File: src/rtl/rot13_pkg.sv
package rot13_pkg;

   typedef enum logic [1:0] {
      ST_IDLE = 2'd0,
      ST_HDR  = 2'd1,
      ST_PAY  = 2'd2
   } frame_state_e;

   function automatic logic is_letter(input logic [7:0] b);
      return ((b >= 8'h41) && (b <= 8'h5A)) || ((b >= 8'h61) && (b <= 8'h7A));
   endfunction

endpackage

File: src/rtl/rot13_byte.sv
module rot13_byte (
   input  logic       en,
   input  logic [7:0] din,
   output logic [7:0] dout
);
   import rot13_pkg::*;

   logic [4:0] idx;
   logic [4:0] idx_rot;

   // letters share their alphabet position in the low five bits (1..26)
   always_comb begin
      idx     = din[4:0];
      idx_rot = (idx <= 5'd13) ? idx + 5'd13 : idx - 5'd13;
      dout    = (en && is_letter(din)) ? {din[7:5], idx_rot} : din;
   end

endmodule

File: src/rtl/rot13_frame_ctl.sv
module rot13_frame_ctl #(
   parameter int LANES     = 4,
   parameter int LEN_W     = 16,
   parameter int HDR_BYTES = 8
) (
   input  logic             clk,
   input  logic             rst_n,
   input  logic             in_valid,
   input  logic             in_sof,
   input  logic             in_eof,
   input  logic             in_sod,
   input  logic [LEN_W-1:0] len_field,
   output logic [LANES-1:0] lane_mask
);
   import rot13_pkg::*;

   localparam logic [LEN_W-1:0] HDR_L   = LEN_W'(HDR_BYTES);
   localparam logic [LEN_W-1:0] LANES_L = LEN_W'(LANES);

   frame_state_e     state_q, state_d;
   logic [LEN_W-1:0] len_q;
   logic [LEN_W-1:0] rem_q, rem_d, rem_now, rem_after;
   logic             start_pay, in_pay;

   always_comb begin
      start_pay = in_valid && in_sod && !in_sof && (state_q == ST_HDR);
      rem_now   = start_pay ? ((len_q > HDR_L) ? len_q - HDR_L : '0) : rem_q;
      in_pay    = in_valid && !in_sof && (start_pay || (state_q == ST_PAY));
      rem_after = (rem_now > LANES_L) ? rem_now - LANES_L : '0;
      state_d   = state_q;
      rem_d     = rem_q;
      if (in_valid) begin
         if (in_sof) begin
            state_d = in_eof ? ST_IDLE : ST_HDR;
         end else if (in_pay) begin
            rem_d   = rem_after;
            state_d = in_eof ? ST_IDLE : ST_PAY;
         end else if (in_eof) begin
            state_d = ST_IDLE;
         end
      end
   end

   // lane 0 is the first character (top byte)
   for (genvar i = 0; i < LANES; i++) begin : g_mask
      assign lane_mask[i] = in_pay && (rem_now > LEN_W'(i));
   end

   always_ff @(posedge clk) begin
      if (!rst_n) begin
         state_q <= ST_IDLE;
         rem_q   <= '0;
         len_q   <= '0;
      end else begin
         state_q <= state_d;
         rem_q   <= rem_d;
         if (in_valid) len_q <= len_field;
      end
   end


   idle_mask_chk: assert property (@(posedge clk) disable iff (!rst_n)
      (state_q == ST_IDLE) |-> (lane_mask == '0));


   pad_mask_chk: assert property (@(posedge clk) disable iff (!rst_n)
      (state_q == ST_PAY && rem_q == '0) |-> (lane_mask == '0));


   gap_hold_chk: assert property (@(posedge clk) disable iff (!rst_n)
      !in_valid |=> $stable(state_q) && $stable(rem_q));

endmodule

File: src/rtl/rot13_stream.sv
module rot13_stream #(
   parameter int DATA_W    = 32,
   parameter int LEN_W     = 16,
   parameter int LEN_LSB   = 16,
   parameter int HDR_BYTES = 8
) (
   input  logic              clk,
   input  logic              rst_n,
   input  logic [DATA_W-1:0] in_data,
   input  logic              in_valid,
   input  logic              in_sof,
   input  logic              in_eof,
   input  logic              in_sod,
   output logic              up_ready,
   output logic [DATA_W-1:0] out_data,
   output logic              out_valid,
   output logic              out_sof,
   output logic              out_eof,
   output logic              out_sod,
   input  logic              dn_ready
);
   import rot13_pkg::*;

   localparam int LANES = DATA_W / 8;

   if ((DATA_W % 8) != 0 || DATA_W < 8) begin : g_bad_width
      $error("rot13_stream: DATA_W must be a positive multiple of 8");
   end
   if (LEN_LSB + LEN_W > DATA_W) begin : g_bad_len
      $error("rot13_stream: length field exceeds word");
   end

   logic [LANES-1:0]  lane_mask;
   logic [DATA_W-1:0] xf_data;

   rot13_frame_ctl #(
      .LANES     (LANES),
      .LEN_W     (LEN_W),
      .HDR_BYTES (HDR_BYTES)
   ) u_ctl (
      .clk       (clk),
      .rst_n     (rst_n),
      .in_valid  (in_valid),
      .in_sof    (in_sof),
      .in_eof    (in_eof),
      .in_sod    (in_sod),
      .len_field (in_data[LEN_LSB +: LEN_W]),
      .lane_mask (lane_mask)
   );

   for (genvar i = 0; i < LANES; i++) begin : g_lane
      rot13_byte u_rot (
         .en   (lane_mask[i]),
         .din  (in_data[DATA_W-1-8*i -: 8]),
         .dout (xf_data[DATA_W-1-8*i -: 8])
      );


      nonalpha_keep_chk: assert property (@(posedge clk) disable iff (!rst_n)
         !is_letter(in_data[DATA_W-1-8*i -: 8]) |=>
            out_data[DATA_W-1-8*i -: 8] == $past(in_data[DATA_W-1-8*i -: 8]));
   end

   assign up_ready = dn_ready;

   always_ff @(posedge clk) begin
      if (!rst_n) begin
         out_data  <= '0;
         out_valid <= 1'b0;
         out_sof   <= 1'b0;
         out_eof   <= 1'b0;
         out_sod   <= 1'b0;
      end else begin
         out_data  <= xf_data;
         out_valid <= in_valid;
         out_sof   <= in_sof;
         out_eof   <= in_eof;
         out_sod   <= in_sod;
      end
   end


   valid_lat_chk: assert property (@(posedge clk) disable iff (!rst_n)
      in_valid |=> out_valid);


   flags_lat_chk: assert property (@(posedge clk) disable iff (!rst_n)
      1'b1 |=> (out_sof == $past(in_sof)) && (out_eof == $past(in_eof))
               && (out_sod == $past(in_sod)));

endmodule

File: config.mk
export PLATFORM = sky130hd
export DESIGN_NAME = rot13_stream
export DESIGN_NICKNAME = d
export VERILOG_FILES = /design/src/rtl/rot13_pkg.sv /design/src/rtl/rot13_byte.sv /design/src/rtl/rot13_frame_ctl.sv /design/src/rtl/rot13_stream.sv
export SDC_FILE = /design/constraint.sdc
export NUM_CORES = 1
export LEC_CHECK = 0
export ABC_AREA = 1
export BUFFER_PORTS_ARGS = -buffer_cell sky130_fd_sc_hd__buf_2
export CAP_MARGIN = 20
export CORE_MARGIN = 8
export CORE_UTILIZATION = 51
export DETAILED_ROUTE_END_ITERATION = 10
export GPL_ROUTABILITY_DRIVEN = 0
export GPL_TIMING_DRIVEN = 0
export MAX_ROUTING_LAYER = met4
export PLACE_DENSITY = 0.82
export SLEW_MARGIN = 15
export SYNTH_ARGS = -nofsm -noshare
export SYNTH_HDL_FRONTEND = slang
export SYNTH_SLANG_ARGS = --single-unit
File: constraint.sdc
create_clock -name clk -period 2.3 [get_ports clk]
set_input_delay 0.46 -clock clk [delete_from_list [all_inputs] [get_ports clk]]
set_output_delay 0.46 -clock clk [all_outputs]
set_load 0.02 [all_outputs]
Yosys cells after proc, flatten, opt, wreduce, memory -nomap -nowiden
Cells that the tools add are included.
- add/sub/neg operators: 10
- multipliers: 0
- div/mod/pow operators: 0
- order comparisons: 26
- equal/unequal tests: 2
- shift-type cells: 0
- muxes and demuxes: 16
- bitwise operators: 1
- reduce and logical (&&, ||, !) cells: 30
- operators with widths (kind ; count):
    8-bit by 7-bit greater-or-equal comparator with 1-bit output (second input constant) ; 8
    8-bit by 7-bit <= comparator with 1-bit output (second input constant) ; 8
    16-bit two-way mux ; 3
    5-bit two-way mux ; 8
    16-bit by 1-bit greater-than comparator with 1-bit output (second input constant) ; 2
    16-bit by 2-bit greater-than comparator with 1-bit output (second input constant) ; 2
    1-bit logical AND ; 21
    5-bit by 4-bit adder with 5-bit output (second input constant) ; 4
    5-bit by 4-bit <= comparator with 1-bit output (second input constant) ; 4
    5-bit by 4-bit subtractor with 5-bit output (second input constant) ; 4
    16-bit by 3-bit greater-than comparator with 1-bit output (second input constant) ; 1
    16-bit by 4-bit greater-than comparator with 1-bit output (second input constant) ; 1
    16-bit by 3-bit subtractor with 16-bit output (second input constant) ; 1
    16-bit by 4-bit subtractor with 16-bit output (second input constant) ; 1
    2-bit two-way mux ; 4
    1-bit logical OR ; 5
    3-bit AND reduction ; 1
    3-bit nonzero test ; 1
    2-bit by 1-bit equality test with 1-bit output (second input constant) ; 1
    2-bit equality test (second input constant) ; 1
    2-bit AND reduction ; 1
    1-bit zero test ; 1
    1-bit two-way mux ; 1
    1-bit inverter ; 1
- bits in registers: 70
- latch bits: 0
- memory bits (writable): 0
- bits in read-only memories: 0
- output and inout bits: 37
- memories: 0

Depth between registers and ports, before layout
- depth after elaboration: 8
- gate-level depth with buffers: 19

Modules after synthesis
From an unflattened synthesis, not the netlist that was laid out.
- cell total of the unflattened synthesis: 862
- area total of the unflattened synthesis: 5403.9 sq um
- modules (own cells, without submodules) (module ; times used ; cells an instance ; area each (sq um) ; seq. area each (sq um)):
    rot13_frame_ctl ; 1 ; 413 ; 2542.4 ; 680.7
    rot13_byte ; 4 ; 84 ; 455.4 ; 0.0
    rot13_stream ; 1 ; 113 ; 1039.7 ; 720.7

Worst setup path after synthesis
OpenSTA, ideal clock, no wires.
- kind: input -> register
- from: input port in_sof
- to: register u_ctl.rem_q[12]
- data arrival time: 2330 ps
- required time: 2168 ps
- setup slack: -163 ps
- stages: 19
- path buffers: 2
- cell sequence: inv_1 -> nand2_1 -> nor2_4 -> inv_2 -> buf_6 -> nand2_1 -> o21ai_0 -> inv_1 -> ha_1 -> nand3_1 -> nor2_2 -> nand2_2 -> inv_2 -> nand2_1 -> nand2_1 -> nor2_4 -> buf_6 -> nand2_1 -> a21oi_1
- cells in the longest elaborated chain, start to end: 6
- elaborated cells on any way between the ends: 12
- those cells by class: add/sub: 1; order compare: 1; mux: 2; bitwise: 1; reduce/logical: 7
- RTL lines (item ; RTL line ; source):
    start: declaration ; rot13_stream.sv:11 ; input logic in_sof,
    1-bit zero test ; rot13_frame_ctl.sv:26, rot13_frame_ctl.sv:28 ;
    1-bit logical AND (2 in series) ; rot13_frame_ctl.sv:26 ; start_pay = in_valid && in_sod && !in_sof && (state_q == ST_HDR);
    16-bit two-way mux or 1-bit logical OR (tied branches) ; rot13_frame_ctl.sv:27, rot13_frame_ctl.sv:28 ;
    16-bit by 3-bit subtractor with 16-bit output (tied with other cells) ; rot13_frame_ctl.sv:29 ; rem_after = (rem_now > LANES_L) ? rem_now - LANES_L : '0;
    16-bit two-way mux or 3-bit AND reduction (tied branches) ; -- ;
    end signal: assignment ; rot13_frame_ctl.sv:56 ; rem_q <= rem_d;
    end: declaration ; rot13_frame_ctl.sv:22 ; logic [LEN_W-1:0] rem_q, rem_d, rem_now, rem_after;
Parallel ways exist; a longest one is shown, timed or not.
A chain may end at the register's enable or synchronous reset.

Final worst setup path
- from: register u_ctl.len_q[6]
- to: register u_ctl.rem_q[2]
- cells in the longest elaborated chain, start to end: 5
- elaborated cells on any way between the ends: 7
- those cells by class: add/sub: 2; order compare: 2; mux: 3
- RTL lines (item ; RTL line ; source):
    start: declaration ; rot13_frame_ctl.sv:21 ; logic [LEN_W-1:0] len_q;
    start signal: assignment ; rot13_frame_ctl.sv:57 ; if (in_valid) len_q <= len_field;
    16-bit by 4-bit greater-than comparator with 1-bit output or 16-bit by 4-bit subtractor with 16-bit output (tied branches) ; rot13_frame_ctl.sv:27 ; rem_now = start_pay ? ((len_q > HDR_L) ? len_q - HDR_L : '0) : rem_q;
    16-bit two-way mux * (2 in series) ; rot13_frame_ctl.sv:27 ;
    16-bit by 3-bit subtractor with 16-bit output or 16-bit by 3-bit greater-than comparator with 1-bit output (tied branches) ; rot13_frame_ctl.sv:29 ;
    16-bit two-way mux * ; rot13_frame_ctl.sv:29 ;
Every way passes the cells marked *; elsewhere a longest branch is shown, timed or not.

==> summary.txt <==
Critical path
  – Worst endpoint data arrival time: 2.62 ns
  – RR Startpoint: u_ctl.len_q[6]
  – CP Cell Sequence: nor2_4, buf_6, nand2_4, o21ai_0, nand2_1, nand3_1, nand2_2, nor2_4, nand3_2, nor2_4, nand2_2, nand2_2, nor2_4, buf_6, nand2_2, a21oi_2
  – Slowest-stage cell, CP: dfxtp_4
  – Reg2reg path depth: 16
  – Flop2flop setup slack: -0.11 ns
  – Crit start category: register
  – WP buf/inv: 2
  – Critical path peak fanout: 6
  – CP Capture Type: register
  – Critical path's top delay family: simple AND/OR/NAND/NOR gates
  – Critical Path RT: 2.51 ns
  – Category of the most critical setup path: register to register
  – Reg-to-Reg End: u_ctl.rem_q[2]
  – Max stage delay on crit path: ~0.37 ns

STA
  – RSZ-0062 raised after global routing: true
  – Slew Limit Fails: 0
  – Worst clock skew: about 0.011 ns
  – Relative slew slack: 0.503
  – Final min period: 2.41 ns
  – FMAX: slightly above 400 MHz
  – Period utilization: 1.05
  – # setup viols final: 26
  – Final WS setup: -0.112 ns
  – Worst slew pin tran: 0.746 ns
  – Final hold vios: 0

Synthesis
  – Netlist cell types: 36
  – Top cells by count, synth: nand2_1, inv_1, dfxtp_1
  – Syn_nets: 722
  – Register area share after synthesis: 0.317
  – Top_reg_cell synth: dfxtp_1
  – Cells after synthesis: 664
  – Synth Register Bits: 70
  – Top cell type's share of synthesized area: 0.317
  – Post-synth EDFFs: 0
  – Ys async rst share: 0
  – Mapped cell area: between 4000 and 5000 um^2
  – Count leader, synth: nand2_1
  – Avg Synthesized Cell Area: 6.66 um^2
  – Area contributors post-synth: dfxtp_1, nand2_1, inv_1
  – Synth Warn #: 0
  – Synth area leader: dfxtp_1

Finish
  – Final-stage net count: 831
  – Final Cell Area: 5760 um^2
  – Register area: between 1000 and 1500 um^2
  – Antenna cell count: 0
  – Cell Count, Final, Fillers Out: 885
  – Fill cells: 656
  – Share of cells above drive strength 1: 0.332
  – Post-synthesis to final-layout area growth: 30.2%
  – Multi-input logic area: 2980 um^2

Die
  – Initial Util: 0.518
  – Core area: 8550 um^2
  – # rows: 34
  – Die Span Y: 109 um
  – DIE WIDTH: between 100 and 150 um
  – Die area: 11900 um^2
  – Num ports: 76

Global route
  – First-pass GRT wire length: 19400 um
  – GRT overflow: 0
  – Largest net degree at the start of global routing: 13
  – Initial antenna violation count: 0
  – Vias in the first global route: approximately 4500
  – Total GRT Usage: 0.207

Drt
  – Via count: 4847
  – Routed wl met2: between 6000 and 7000 um
  – Via-to-Cell Ratio: 5.48
  – WL final: 13300 um
  – Avg WL per Cell: 15.0 um
  – Starting DRT DRC Count: between 300 and 400
  – Initial DRT Pass Iterations: 6
  – DR WL met3: 944 um
  – # DRC: 0
  – Detail Route Antenna Nets: 0
  – DRT met1 WL: 5290 um
  – Max layer used: met4

Status
  – Status: finished, violations left
  – Failing checks: setup timing

Power
  – Gate power share: 0.232
  – Cell leakage power: roughly 2.9 nW
  – Switching share of power: 0.329
  – Clock Power Share: 0.308
  – PwrDens: between 400 and 500 nW/um^2
  – Sequential power share: 0.460
  – Worst VDD drop: 562 uV
  – Psw: 0.000931 W
  – Cell-internal power: around 0.0019 W

Clock network
  – Clock tree sinks: 70
  – H-tree depth: 3
  – Clock latency on the worst-skew pair: 0.36 ns
  – CTS Buffer Depth: 2
  – Reg clk slew, reported paths: around 0.080 ns
  – CTS tree: yes
  – Root buffer cell: clkbuf_8
  – Cts bufs inserted: 9

Place
  – IO buf count: 67
  – Placed Cells: 839
  – DP HPWL: slightly below 9000 um
  – Area post-placement: 4930 um^2

Min path
  – Worst Hold Path Cells: 3
  – Worst hold path startpoint: in_data[14]
  – Worst hold-check path type: input pin to register
  – Worst Hold Path EP: out_data[14]

Run
  – Max-cap violations: 0
## power groups by stage
stage | sequential, W | clock, W | combinational [W]
2_1_floorplan | 0.00136 | 0 | 0.000330
3_3_place_gp | 0.00132 | 0 | 0.000517
3_5_place_dp | 0.00132 | 0 | 0.000533
4_1_cts | 0.00130 | 0.000879 | 0.000559
5_1_grt | 0.00131 | 0.000931 | 0.000717
6_report | 0.00130 | 0.000871 | 0.000656
## layout make-up
cell class,instances,share of cell area
multi-input combinational,478,0.517
tap,108,0.0235
sequential,70,0.247
inverter,91,0.0597
timing repair buffer,98,0.102
buffer,25,0.0222
clock buffer,9,0.0215
clock inverter,6,0.00695
## through the flow
stage	setup TNS, ns	total power [W]	hold slack [ns]	util	setup WS, ns
6_report	-1.32	0.00283	0.302	0.674	-0.112
5_1_grt	-4.85	0.00296	0.290	0.674	-0.226
4_1_cts	-0.00139	0.00274	0.291	0.613	-0.00139
3_5_place_dp	-13.67	0.00185	0.456	0.576	-0.470
3_3_place_gp	-11.26	0.00184	0.446	0.576	-0.394
2_1_floorplan	0	0.00169	0.439	-	0.0385
## kinds of logic after synthesis
kind of cell	after synthesis	synth area share
simple gates	315	0.316
buf+inv	116	0.105
compound gates	108	0.135
flops	70	0.317
xor+xnor	33	0.0653
fa+ha+maj	19	0.0537
mux	3	0.00763
## worst max-delay path by stage
stage	start	end	slack, ns	depth (start not counted)
6_report	u_ctl.len_q[6]	u_ctl.rem_q[2]	-0.11	16
5_1_grt	u_ctl.len_q[3]	u_ctl.rem_q[12]	-0.23	15
4_1_cts	u_ctl.len_q[13]	u_ctl.rem_q[12]	-0.001	19
3_3_place_gp	in_sof	u_ctl.rem_q[12]	-0.39	20
2_1_floorplan	in_sof	u_ctl.rem_q[12]	0.04	19
3_5_place_dp	in_sof	u_ctl.rem_q[12]	-0.47	20
## per-layer routing
metal / track usage / vias to the layer above
li1: - / 2328
met1: 0.229 / 2201
met2: 0.357 / 254
met3: 0.0514 / 64
met4: 0.0655 / 0
met5: - / -
## state kept, by name, indices dropped and copies added, names as in the netlist
| signal | count |
|---|---|
| out_sof | 1 |
| out_sod | 1 |
| u_ctl.len_q | 16 |
| u_ctl.rem_q | 16 |
| out_data | 32 |
| u_ctl.state_q | 2 |
| out_eof | 1 |
| out_valid | 1 |
## tightest hold or removal path, stage by stage
cell and delay (ns):
buf_2 0.09, nand2_1 0.04, inv_1 0.04
## timing repair
item / CTS / global route
resized for setup: 23 / 110
hold buffers: 0 / 0
endpoints found under the setup margin: 36 / 38
cloned: 1 / 1
pin swaps: 12 / 32
buffers inserted: 12 / 17
## cells in the final DEF, fill, tap and decap left out, types with 4 or more instances in the layout
master / count
o21ai_0: 31
xor2_1: 22
inv_2: 8
ha_1: 17
nand3_2: 9
nand3_4: 4
xnor2_1: 10
buf_2: 67
nand4_1: 11
inv_1: 82
nand2_4: 10
dfxtp_2: 7
a31oi_1: 4
nor2_2: 13
dfxtp_4: 4
a21oi_2: 16
or2_2: 6
clkbuf_8: 9
buf_6: 7
o2111ai_1: 5
o21ai_1: 4
a21oi_1: 34
dfxtp_1: 59
nand2_2: 33
clkbuf_1: 17
nor2_1: 53
buf_4: 28
nand3_1: 28
nor2_4: 17
nand2_1: 127
Power figures use the tool's default switching activity.
